**config.mk**
```make
export PLATFORM = sky130hd
export DESIGN_NAME = win_accum_top
export DESIGN_NICKNAME = d
export VERILOG_FILES = /design/src/rtl/win_accum_pkg.sv /design/src/rtl/win_seq.sv /design/src/rtl/win_lane.sv /design/src/rtl/win_cmd_port.sv /design/src/rtl/win_accum_top.sv
export SDC_FILE = /design/constraint.sdc
export NUM_CORES = 1
export LEC_CHECK = 0
export BUFFER_PORTS_ARGS = -buffer_cell sky130_fd_sc_hd__buf_2
export CORE_ASPECT_RATIO = 1.5
export CORE_MARGIN = 2
export CORE_UTILIZATION = 60
export CTS_CLUSTER_DIAMETER = 120
export CTS_CLUSTER_SIZE = 8
export DETAILED_ROUTE_END_ITERATION = 10
export PLACE_DENSITY = 0.8
export SLEW_MARGIN = 20
export SYNTH_ARGS = -nofsm -noshare
export SYNTH_HDL_FRONTEND = slang
export SYNTH_SLANG_ARGS = --single-unit
export TNS_END_PERCENT = 1
```
**constraint.sdc**
```tcl
create_clock -name clk -period 3.3 [get_ports clk]
set_clock_uncertainty 0.1 [all_clocks]
set_input_delay 0.165 -clock clk [delete_from_list [all_inputs] [get_ports clk]]
set_output_delay 0.165 -clock clk [all_outputs]
set_load 0.03 [all_outputs]
```
**src/rtl/win_accum_pkg.sv**
```systemverilog
package win_accum_pkg;

    localparam int DEF_NUM_CH   = 4;
    localparam int DEF_SAMPLE_W = 8;
    localparam int DEF_MAX_WIN  = 4096;
    localparam int DEF_CMD_W    = 8;
    localparam int DEF_RSP_W    = 24;

    localparam logic [7:0] CMD_RESTART = 8'h70;
    localparam logic [7:0] CMD_RD_BASE = 8'h71;

    typedef enum logic [1:0] {
        SEQ_ACC   = 2'd0,
        SEQ_LATCH = 2'd1,
        SEQ_HOLD  = 2'd2
    } seq_state_e;

endpackage

```
**src/rtl/win_seq.sv**
```systemverilog
module win_seq
    import win_accum_pkg::*;
#(
    parameter int CNT_W = 13
) (
    input  logic             clk,
    input  logic             rst_n,
    input  logic [CNT_W-1:0] win_len,
    input  logic             smp_vld,
    input  logic             restart,
    output logic             acc_en,
    output logic             acc_clr,
    output logic             snap_load,
    output logic             rdy
);

    typedef struct packed {
        seq_state_e       st;
        logic [CNT_W-1:0] cnt;
    } seq_regs_t;

    seq_regs_t seq_d, seq_q;
    logic [CNT_W-1:0] last_idx;

    always_comb begin
        last_idx  = (win_len == '0) ? '0 : win_len - CNT_W'(1);
        seq_d     = seq_q;
        acc_en    = 1'b0;
        acc_clr   = 1'b0;
        snap_load = 1'b0;
        if (restart) begin
            seq_d.st  = SEQ_ACC;
            seq_d.cnt = '0;
            acc_clr   = 1'b1;
        end else begin
            case (seq_q.st)
                SEQ_ACC: begin
                    if (smp_vld) begin
                        acc_en = 1'b1;
                        if (seq_q.cnt >= last_idx) begin
                            seq_d.st  = SEQ_LATCH;
                            seq_d.cnt = '0;
                        end else begin
                            seq_d.cnt = seq_q.cnt + CNT_W'(1);
                        end
                    end
                end
                SEQ_LATCH: begin
                    snap_load = 1'b1;
                    seq_d.st  = SEQ_HOLD;
                end
                SEQ_HOLD: begin
                    acc_clr  = 1'b1;
                    seq_d.st = SEQ_ACC;
                end
                default: begin
                    seq_d.st  = SEQ_ACC;
                    seq_d.cnt = '0;
                end
            endcase
        end
    end

    always_ff @(posedge clk or negedge rst_n) begin
        if (!rst_n) begin
            seq_q <= '{st: SEQ_ACC, cnt: '0};
        end else begin
            seq_q <= seq_d;
        end
    end

    assign rdy = (seq_q.st != SEQ_ACC);

endmodule

```
**src/rtl/win_lane.sv**
```systemverilog
module win_lane #(
    parameter int SAMPLE_W = 8,
    parameter int ACC_W    = 20
) (
    input  logic                clk,
    input  logic                rst_n,
    input  logic                en,
    input  logic                clr,
    input  logic                load,
    input  logic [SAMPLE_W-1:0] sample,
    output logic [ACC_W-1:0]    snap
);

    localparam int EXT_W = ACC_W - SAMPLE_W;

    typedef struct packed {
        logic [ACC_W-1:0] acc;
        logic [ACC_W-1:0] snap;
    } lane_regs_t;

    lane_regs_t lane_d, lane_q;
    logic [ACC_W-1:0] smp_ext;

    always_comb begin
        smp_ext = {{EXT_W{sample[SAMPLE_W-1]}}, sample};
        lane_d  = lane_q;
        if (clr) begin
            lane_d.acc = '0;
        end else if (en) begin
            lane_d.acc = lane_q.acc + smp_ext;
        end
        if (load) begin
            lane_d.snap = lane_q.acc;
        end
    end

    always_ff @(posedge clk or negedge rst_n) begin
        if (!rst_n) begin
            lane_q <= '0;
        end else begin
            lane_q <= lane_d;
        end
    end

    assign snap = lane_q.snap;

endmodule

```
**src/rtl/win_cmd_port.sv**
```systemverilog
module win_cmd_port
    import win_accum_pkg::*;
#(
    parameter int NUM_CH = 4,
    parameter int ACC_W  = 20,
    parameter int CMD_W  = 8,
    parameter int RSP_W  = 24
) (
    input  logic                    clk,
    input  logic                    rst_n,
    input  logic                    cmd_stb,
    input  logic [CMD_W-1:0]        cmd_code,
    input  logic [NUM_CH*ACC_W-1:0] snap_flat,
    output logic                    restart,
    output logic                    rsp_vld,
    output logic [RSP_W-1:0]        rsp_data
);

    typedef struct packed {
        logic             vld;
        logic [RSP_W-1:0] data;
    } rsp_regs_t;

    rsp_regs_t rsp_d, rsp_q;

    always_comb begin
        restart    = cmd_stb && (cmd_code == CMD_W'(CMD_RESTART));
        rsp_d.vld  = cmd_stb;
        rsp_d.data = '0;
        for (int i = 0; i < NUM_CH; i++) begin
            if (cmd_stb && (cmd_code == CMD_W'(int'(CMD_RD_BASE) + i))) begin
                rsp_d.data = RSP_W'(snap_flat[i*ACC_W +: ACC_W]);
            end
        end
    end

    always_ff @(posedge clk or negedge rst_n) begin
        if (!rst_n) begin
            rsp_q <= '0;
        end else begin
            rsp_q <= rsp_d;
        end
    end

    assign rsp_vld  = rsp_q.vld;
    assign rsp_data = rsp_q.data;

endmodule

```
**src/rtl/win_accum_top.sv**
```systemverilog
module win_accum_top
    import win_accum_pkg::*;
#(
    parameter int NUM_CH   = DEF_NUM_CH,
    parameter int SAMPLE_W = DEF_SAMPLE_W,
    parameter int MAX_WIN  = DEF_MAX_WIN,
    parameter int CMD_W    = DEF_CMD_W,
    parameter int RSP_W    = DEF_RSP_W,
    localparam int ACC_W   = SAMPLE_W + $clog2(MAX_WIN),
    localparam int CNT_W   = $clog2(MAX_WIN + 1)
) (
    input  logic                       clk,
    input  logic                       rst_n,
    input  logic [CNT_W-1:0]           win_len_i,
    input  logic                       smp_vld_i,
    input  logic [NUM_CH*SAMPLE_W-1:0] smp_i,
    input  logic [NUM_CH-1:0]          gain8_sel_i,
    input  logic                       cmd_stb_i,
    input  logic [CMD_W-1:0]           cmd_code_i,
    output logic                       rsp_vld_o,
    output logic [RSP_W-1:0]           rsp_data_o,
    output logic                       snap_rdy_o,
    output logic [NUM_CH-1:0]          gain_stat_o
);

    typedef struct packed {
        logic [NUM_CH-1:0] gain;
    } top_regs_t;

    top_regs_t top_d, top_q;

    logic                    restart;
    logic                    acc_en;
    logic                    acc_clr;
    logic                    snap_load;
    logic [NUM_CH*ACC_W-1:0] snap_flat;

    win_seq #(
        .CNT_W (CNT_W)
    ) u_seq (
        .clk       (clk),
        .rst_n     (rst_n),
        .win_len   (win_len_i),
        .smp_vld   (smp_vld_i),
        .restart   (restart),
        .acc_en    (acc_en),
        .acc_clr   (acc_clr),
        .snap_load (snap_load),
        .rdy       (snap_rdy_o)
    );

    for (genvar ch = 0; ch < NUM_CH; ch++) begin : g_lane
        win_lane #(
            .SAMPLE_W (SAMPLE_W),
            .ACC_W    (ACC_W)
        ) u_lane (
            .clk    (clk),
            .rst_n  (rst_n),
            .en     (acc_en),
            .clr    (acc_clr),
            .load   (snap_load),
            .sample (smp_i[ch*SAMPLE_W +: SAMPLE_W]),
            .snap   (snap_flat[ch*ACC_W +: ACC_W])
        );
    end

    win_cmd_port #(
        .NUM_CH (NUM_CH),
        .ACC_W  (ACC_W),
        .CMD_W  (CMD_W),
        .RSP_W  (RSP_W)
    ) u_cmd (
        .clk       (clk),
        .rst_n     (rst_n),
        .cmd_stb   (cmd_stb_i),
        .cmd_code  (cmd_code_i),
        .snap_flat (snap_flat),
        .restart   (restart),
        .rsp_vld   (rsp_vld_o),
        .rsp_data  (rsp_data_o)
    );

    always_comb begin
        top_d      = top_q;
        top_d.gain = gain8_sel_i;
    end

    always_ff @(posedge clk or negedge rst_n) begin
        if (!rst_n) begin
            top_q <= '0;
        end else begin
            top_q <= top_d;
        end
    end

    assign gain_stat_o = top_q.gain;

endmodule

```
-- Yosys cells after proc, flatten, opt, wreduce, memory -nomap -nowiden
Index checks and enable logic that the tools add are counted.
- word-level logic and storage cells: 68
- flip-flop bits (word level): 204
- output and inout port bits: 30
- input bits: 61
- muxes and demuxes: 26
- equal/unequal tests: 10
- $lt $le $gt $ge: 1
- reduce and logical (&&, ||, !) cells: 12
- $add $sub $neg: 6
- operators with widths (operator ; number):
    20-bit 2-to-1 mux ; 9
    20-bit adder ; 4
    24-bit 2-to-1 mux ; 3
    8-bit by 7-bit equality test with 1-bit output (second input constant) ; 5
    15-bit 2-to-1 mux ; 2
    13-bit 2-to-1 mux ; 2
    13-bit case mux with 2 select lines ; 1
    13-bit by 1-bit adder with 13-bit output (second input constant) ; 1
    13-bit greater-or-equal comparator ; 1
    13-bit zero test ; 1
    13-bit by 1-bit subtractor with 13-bit output (second input constant) ; 1
    1-bit 2-to-1 mux ; 7
    1-bit logical AND ; 5
    2-bit case mux with 2 select lines ; 1
    2-bit AND reduction ; 2
    2-bit nonzero test ; 2
    3-bit by 2-bit != test with 1-bit output (second input constant) ; 1
    3-bit != test (second input constant) ; 1
    2-bit by 1-bit equality test with 1-bit output (second input constant) ; 1
    2-bit equality test (second input constant) ; 1
    2-bit zero test ; 1
    2-bit 2-to-1 mux ; 1
    2-bit by 1-bit != test with 1-bit output (second input constant) ; 1
    2-bit OR reduction ; 1

-- Logic depth before layout (Yosys ltp)
- word-level depth: 7
- gate-level depth with buffers: 17
- mapped depth without buffers: 16

-- Modules after synthesis
From an unflattened synthesis, not the netlist that was laid out.
- cells, all modules: 1387
- area total of the unflattened synthesis: 14157.3 µm²
- by module, submodules not included (module ; cells each ; area an instance (µm²) ; times used ; seq. area each (µm²)):
    win_lane (g_lane[0].u_lane ...) ; 274 ; 2762.6 ; 3 ; 1001.0
    win_lane (g_lane[3].u_lane) ; 272 ; 2735.1 ; 1 ; 1001.0
    win_cmd_port ; 126 ; 1641.6 ; 1 ; 525.5
    win_seq ; 163 ; 1392.6 ; 1 ; 375.4
    win_accum_top ; 4 ; 100.1 ; 1 ; 100.1

-- Worst setup path after synthesis
Ideal clock, no wire load.
- path type: input -> register
- start: input port win_len_i[6]
- end: register u_seq.seq_q[2] in the netlist's numbering
- setup slack: -0.182 ns
- stages on the path: 17
- buffers on the path: 1
- arrival: 3.305 ns
- setup time: 0.076 ns
- required time: 3.124 ns
- cell sequence: or4_1 > nor3_1 > nand2b_1 > nor2_1 > nand2_1 > or2_1 > and2_1 > ha_1 > nand2b_1 > a21o_1 > a21o_1 > a21oi_1 > o31ai_1 > a211oi_1 > buf_2 > o21ai_1 > o21ai_1
- word-level cells in the longest chain between the ends: 7
- elaborated cells between the ends (all ways): 8
- those cells by class: add/sub: 1; order compare: 1; mux: 5; reduce/logical: 1
- RTL lines (item ; RTL line ; source):
    start, declared ; win_accum_top.sv:14 ; input logic [CNT_W-1:0] win_len_i,
    13-bit by 1-bit subtractor with 13-bit output / 13-bit zero test (equally long branches) ; win_seq.sv:26 ; last_idx = (win_len == '0) ? '0 : win_len - CNT_W'(1);
    13-bit 2-to-1 mux (*) ; win_seq.sv:26 ;
    13-bit greater-or-equal comparator (*) ; win_seq.sv:40 ; if (seq_q.cnt >= last_idx) begin
    13-bit 2-to-1 mux (*) ; win_seq.sv:40 ;
    15-bit 2-to-1 mux (*) ; win_seq.sv:38 ; if (smp_vld) begin
    13-bit case mux with 2 select lines (*) ; win_seq.sv:36 ; case (seq_q.st)
    15-bit 2-to-1 mux (*) ; win_seq.sv:31 ; if (restart) begin
    end signal, assigned ; win_seq.sv:66 ; seq_q <= '{st: SEQ_ACC, cnt: '0};
    end signal, assigned ; win_seq.sv:68 ; seq_q <= seq_d;
    end, declared ; win_seq.sv:22 ; seq_regs_t seq_d, seq_q;
Mark *: on every way between the ends. The rest lies on a longest branch, timed or not. The select of a mux whose other input is x is not followed.
A chain may end at the register's enable or synchronous reset.

-- Final worst setup path
- start: register g_lane[1].u_lane.lane_q[20] in the netlist's numbering
- end: register g_lane[1].u_lane.lane_q[38] in the netlist's numbering
- word-level cells in the longest chain between the ends: 3
- RTL lines (item ; RTL line ; source):
    start, declared ; win_lane.sv:21 ; lane_regs_t lane_d, lane_q;
    start signal, assigned ; win_lane.sv:41 ; lane_q <= lane_d;
    20-bit adder ; win_lane.sv:30 ; lane_d.acc = lane_q.acc + smp_ext;
    20-bit 2-to-1 mux ; win_lane.sv:29 ; end else if (en) begin
    20-bit 2-to-1 mux ; win_lane.sv:27 ; if (clr) begin
Every way passes these cells. The select of a mux whose other input is x is not followed.

==> impl_results.md <==
- DIE AREA: 21500 µm²
- Worst-Skew Late Latency: 0.44 ns
- Drt first pass iters: 5
- DRT antenna net count: 0
- Initial antenna violation count: 0
- First-pass GRT wire length: 49300 µm
- Post-synthesis simple-gate area fraction: 14.9%
- Die span in x: 121 µm
- Number of global-route vias before repair: 10400
- Iteration-0 DRC Markers: 575
- Main combinational cell family by area after synthesis: compound AO/OA/AOI/OAI gates
- Port bufs: 86
- Max Slew Vio Count: 0
- Worst min path class: in2reg
- Starting Density: 61.5%
- # DRC: 0
- Worst EP arrival: 3.42 ns
- Post-synth top area cell: dfrtp_1
- Ys Warns: 0
- Clock sinks: 200
- CTS Buf Count: 17
- Tcrit/Tclk final: 96.5%
- Fin crit period: 3.18 ns
- H-tree level count: 4
- Crit path launch type: flip-flop
- RSZ-0062 raised after global routing: false
- Maximum vdd drop: 0.446 mV
- Sequential element share of the synthesized area: 41.0%
- Final RePlAce weighted congestion: 0.941
- Worst slew pin tran: 0.654 ns
- Critical Path Sink Type: flip-flop
- Crit Path Category: reg2reg
- Post-synth EDFFs: 0
- Routed vias/inst: 6.15
- Rows: 63
- Cell area after synthesis: 12200 µm²
- Avg Cell Area, Syn: 9.57 µm²
- Final wirelength: 30200 µm
- Pwr per Cell Area: 881 nW/µm²
- Share of post-route cells with drive strength above 1: 16.4%
- Vias after detailed routing: 10100
- Sw Ratio: 40.8%
- Top post-synthesis cells by area: dfrtp_1 41%, ha_1 9.6%, nand2_1 5.7%, a21oi_1 4.6%, mux2_2 4.2%
- Die H: 179 µm
- Clk pwr share: 17.5%
- Sw power: 4.96 mW
- Nets: 1528
- Count leader, synth: dfrtp_1
- Worst endpoint required time: 3.53 ns
- Combinational share of power: 48.7%
- Slew HR: 56.4%
- Tot Pwr: 12.2 mW
- Post-route cell area: 13800 µm²
- Clock Tree Buf Depth: 2
- Synth-to-layout area growth: 12.9%
- Post-synth top cells: 200 x dfrtp_1, 185 x nand2_1, 112 x a21oi_1
- Final Hold Fails: 0
- Max cap viols: 0
- Post-synth cell types: 76
- WL/cell: 18.4 µm
- Hold Worst Slack: 0.0154 ns
- CTS root buf: clkbuf_16
- Global route overflow: 0
- Internal power: 7.19 mW
- Outcome: complete, no violations
- Area post-placement: 13100 µm²
- Synth Area in Compound Gates: 17.9%
- Core outline area: 19900 µm²
- Synthesized flop and latch total: 200
- Async set-reset flop share out of synthesis: 100%
- Mapped Cells: 1277
- Final Util: 69.4%
- Setup TNS Final: 0 ns
- Clock tree from TritonCTS: built
- R2r worst-path depth: 10
- DP Wirelength: 21400 µm
- Worst Path Max Fanout: 3
- XOR/XNOR Fraction of Synth Area: 5.23%
- P_leak: 6.59 nW
- Setup-failing EPs final: 0
- IO Count: 91
- Total inserted antenna cells: 0
- Filler Cell Count: 1493
- GRT Resource Usage Total: 28.7%
- Yosys top cell area share: 41.0%
- Fmax: 314 MHz
- Clock-pin slew on the worst setup and hold paths: 0.08 ns
- Pin count of the biggest net entering global routing: 79
- Mux share of post-synthesis cell area: 7.86%
- Dominant synthesized flop cell: dfrtp_1
- Sequential power share: 33.9%
- Hold depth: 4
- Area share of fa/ha/maj cells after synthesis: 10.3%
-- cells in the final DEF (no fill, tap or decap), types with 31 or more instances in the layout --
| cell type | Yosys | final |
|---|---|---|
| a21o_1 | 34 | 34 |
| a21oi_1 | 112 | 112 |
| a31oi_1 | 31 | 31 |
| buf_2 | 8 | 85 |
| dfrtp_1 | 200 | 200 |
| ha_1 | 94 | 94 |
| mux2_1 | 34 | 34 |
| mux2_2 | 46 | 46 |
| nand2_1 | 185 | 183 |
| nand3_1 | 40 | 40 |
| nor2_1 | 80 | 78 |
| xnor2_1 | 41 | 41 |
| xor2_1 | 32 | 32 |
-- logic make-up (layout without fill, tap and decap cells) --
kind of cell | Yosys count | count (layout)
buffers and inverters | 84 | 186
AO/OA/AOI/OAI | 333 | 333
XOR/XNOR | 73 | 73
flip-flops | 200 | 200
adder cells (fa/ha/maj) | 98 | 98
AND/OR/NAND/NOR | 402 | 402
other | 1 | 4
multiplexers | 86 | 86
-- power by group through the flow --
| stage | clock [mW] | combinational, mW | sequential, mW |
|---|---|---|---|
| 2_1_floorplan | 0 | 4.59 | 3.85 |
| 3_3_place_gp | 0 | 5.58 | 4.07 |
| 3_5_place_dp | 0 | 5.77 | 4.13 |
| 4_1_cts | 2.14 | 5.84 | 4.10 |
| 5_1_grt | 2.25 | 6.54 | 4.22 |
| 6_report | 2.12 | 5.92 | 4.12 |
-- worst paths after layout --
kind	from	end	slack, ns
setup / recovery	g_lane[1].u_lane.lane_q[20]$_DFFE_PN0P_	g_lane[1].u_lane.lane_q[38]$_DFFE_PN0P_	0.12
hold / removal	smp_i[24]	g_lane[3].u_lane.lane_q[20]$_DFFE_PN0P_	0.02
setup reg to reg	g_lane[1].u_lane.lane_q[20]$_DFFE_PN0P_	g_lane[1].u_lane.lane_q[38]$_DFFE_PN0P_	0.12
hold reg to reg	g_lane[3].u_lane.snap[11]$_DFFE_PN0P_	g_lane[3].u_lane.snap[11]$_DFFE_PN0P_	0.40
max in group asynchronous	rst_n	g_lane[3].u_lane.lane_q[22]$_DFFE_PN0P_	2.03
min in group asynchronous	rst_n	g_lane[0].u_lane.lane_q[22]$_DFFE_PN0P_	0.19
-- stage by stage --
stage / worst slack, ns / std cells
2_1_floorplan: 0.00354 / 1280
3_3_place_gp: -0.180 / 1600
3_5_place_dp: -0.265 / 1600
4_1_cts: 0.138 / 1639
5_1_grt: 0.0155 / 1642
6_report: 0.115 / 1642
-- registers in the layout (all words and copies together), names as in the netlist --
name	count
u_cmd.rsp_data	20
gain_stat_o	4
g_lane.u_lane.snap	80
g_lane.u_lane.lane_q	80
u_seq.seq_q	15
u_cmd.rsp_vld	1
-- area by class of cell --
| class | instances | area (µm²) | share of cell area (%) |
|---|---|---|---|
| Multi-Input combinational cell | 996 | 6950 | 50.4 |
| Sequential cell | 200 | 5000 | 36.3 |
| Timing Repair Buffer | 127 | 806 | 5.84 |
| Clock buffer | 19 | 443 | 3.21 |
| Tap cell | 260 | 325 | 2.36 |
| Clock inverter | 13 | 165 | 1.20 |
| Inverter | 27 | 101 | 0.735 |
-- routing by layer --
| metal | routed length (µm) | part of all wire [%] | track usage, % | up-vias |
|---|---|---|---|---|
| met1 | 11900 | 39 | 32.5 | 4968 |
| met4 | 1110 | 3.7 | 13.4 | 0 |
| li1 | - | - | - | 4777 |
| met5 | 0 | 0 | 0 | - |
| met3 | 1200 | 4.0 | 3.53 | 79 |
| met2 | 16000 | 53 | 53.4 | 278 |
-- critical path: stages (launching register included) --
cell     delay [ns]
dfrtp_1        0.42
ha_1           0.23
fa_1           0.40
a21o_1         0.17
a21o_1         0.22
a31oi_1        0.44
nor4_1         0.11
or3_1          0.42
a21oi_1        0.21
nor4b_1        0.08
a211o_1        0.28
-- timing repair --
action,CTS,global route
endpoints found under the setup margin,0,14
endpoints found under the hold margin,80,0
resized for setup,0,5
buffers inserted,0,2
hold buffers,7,0
Power figures use the tool's default switching activity.
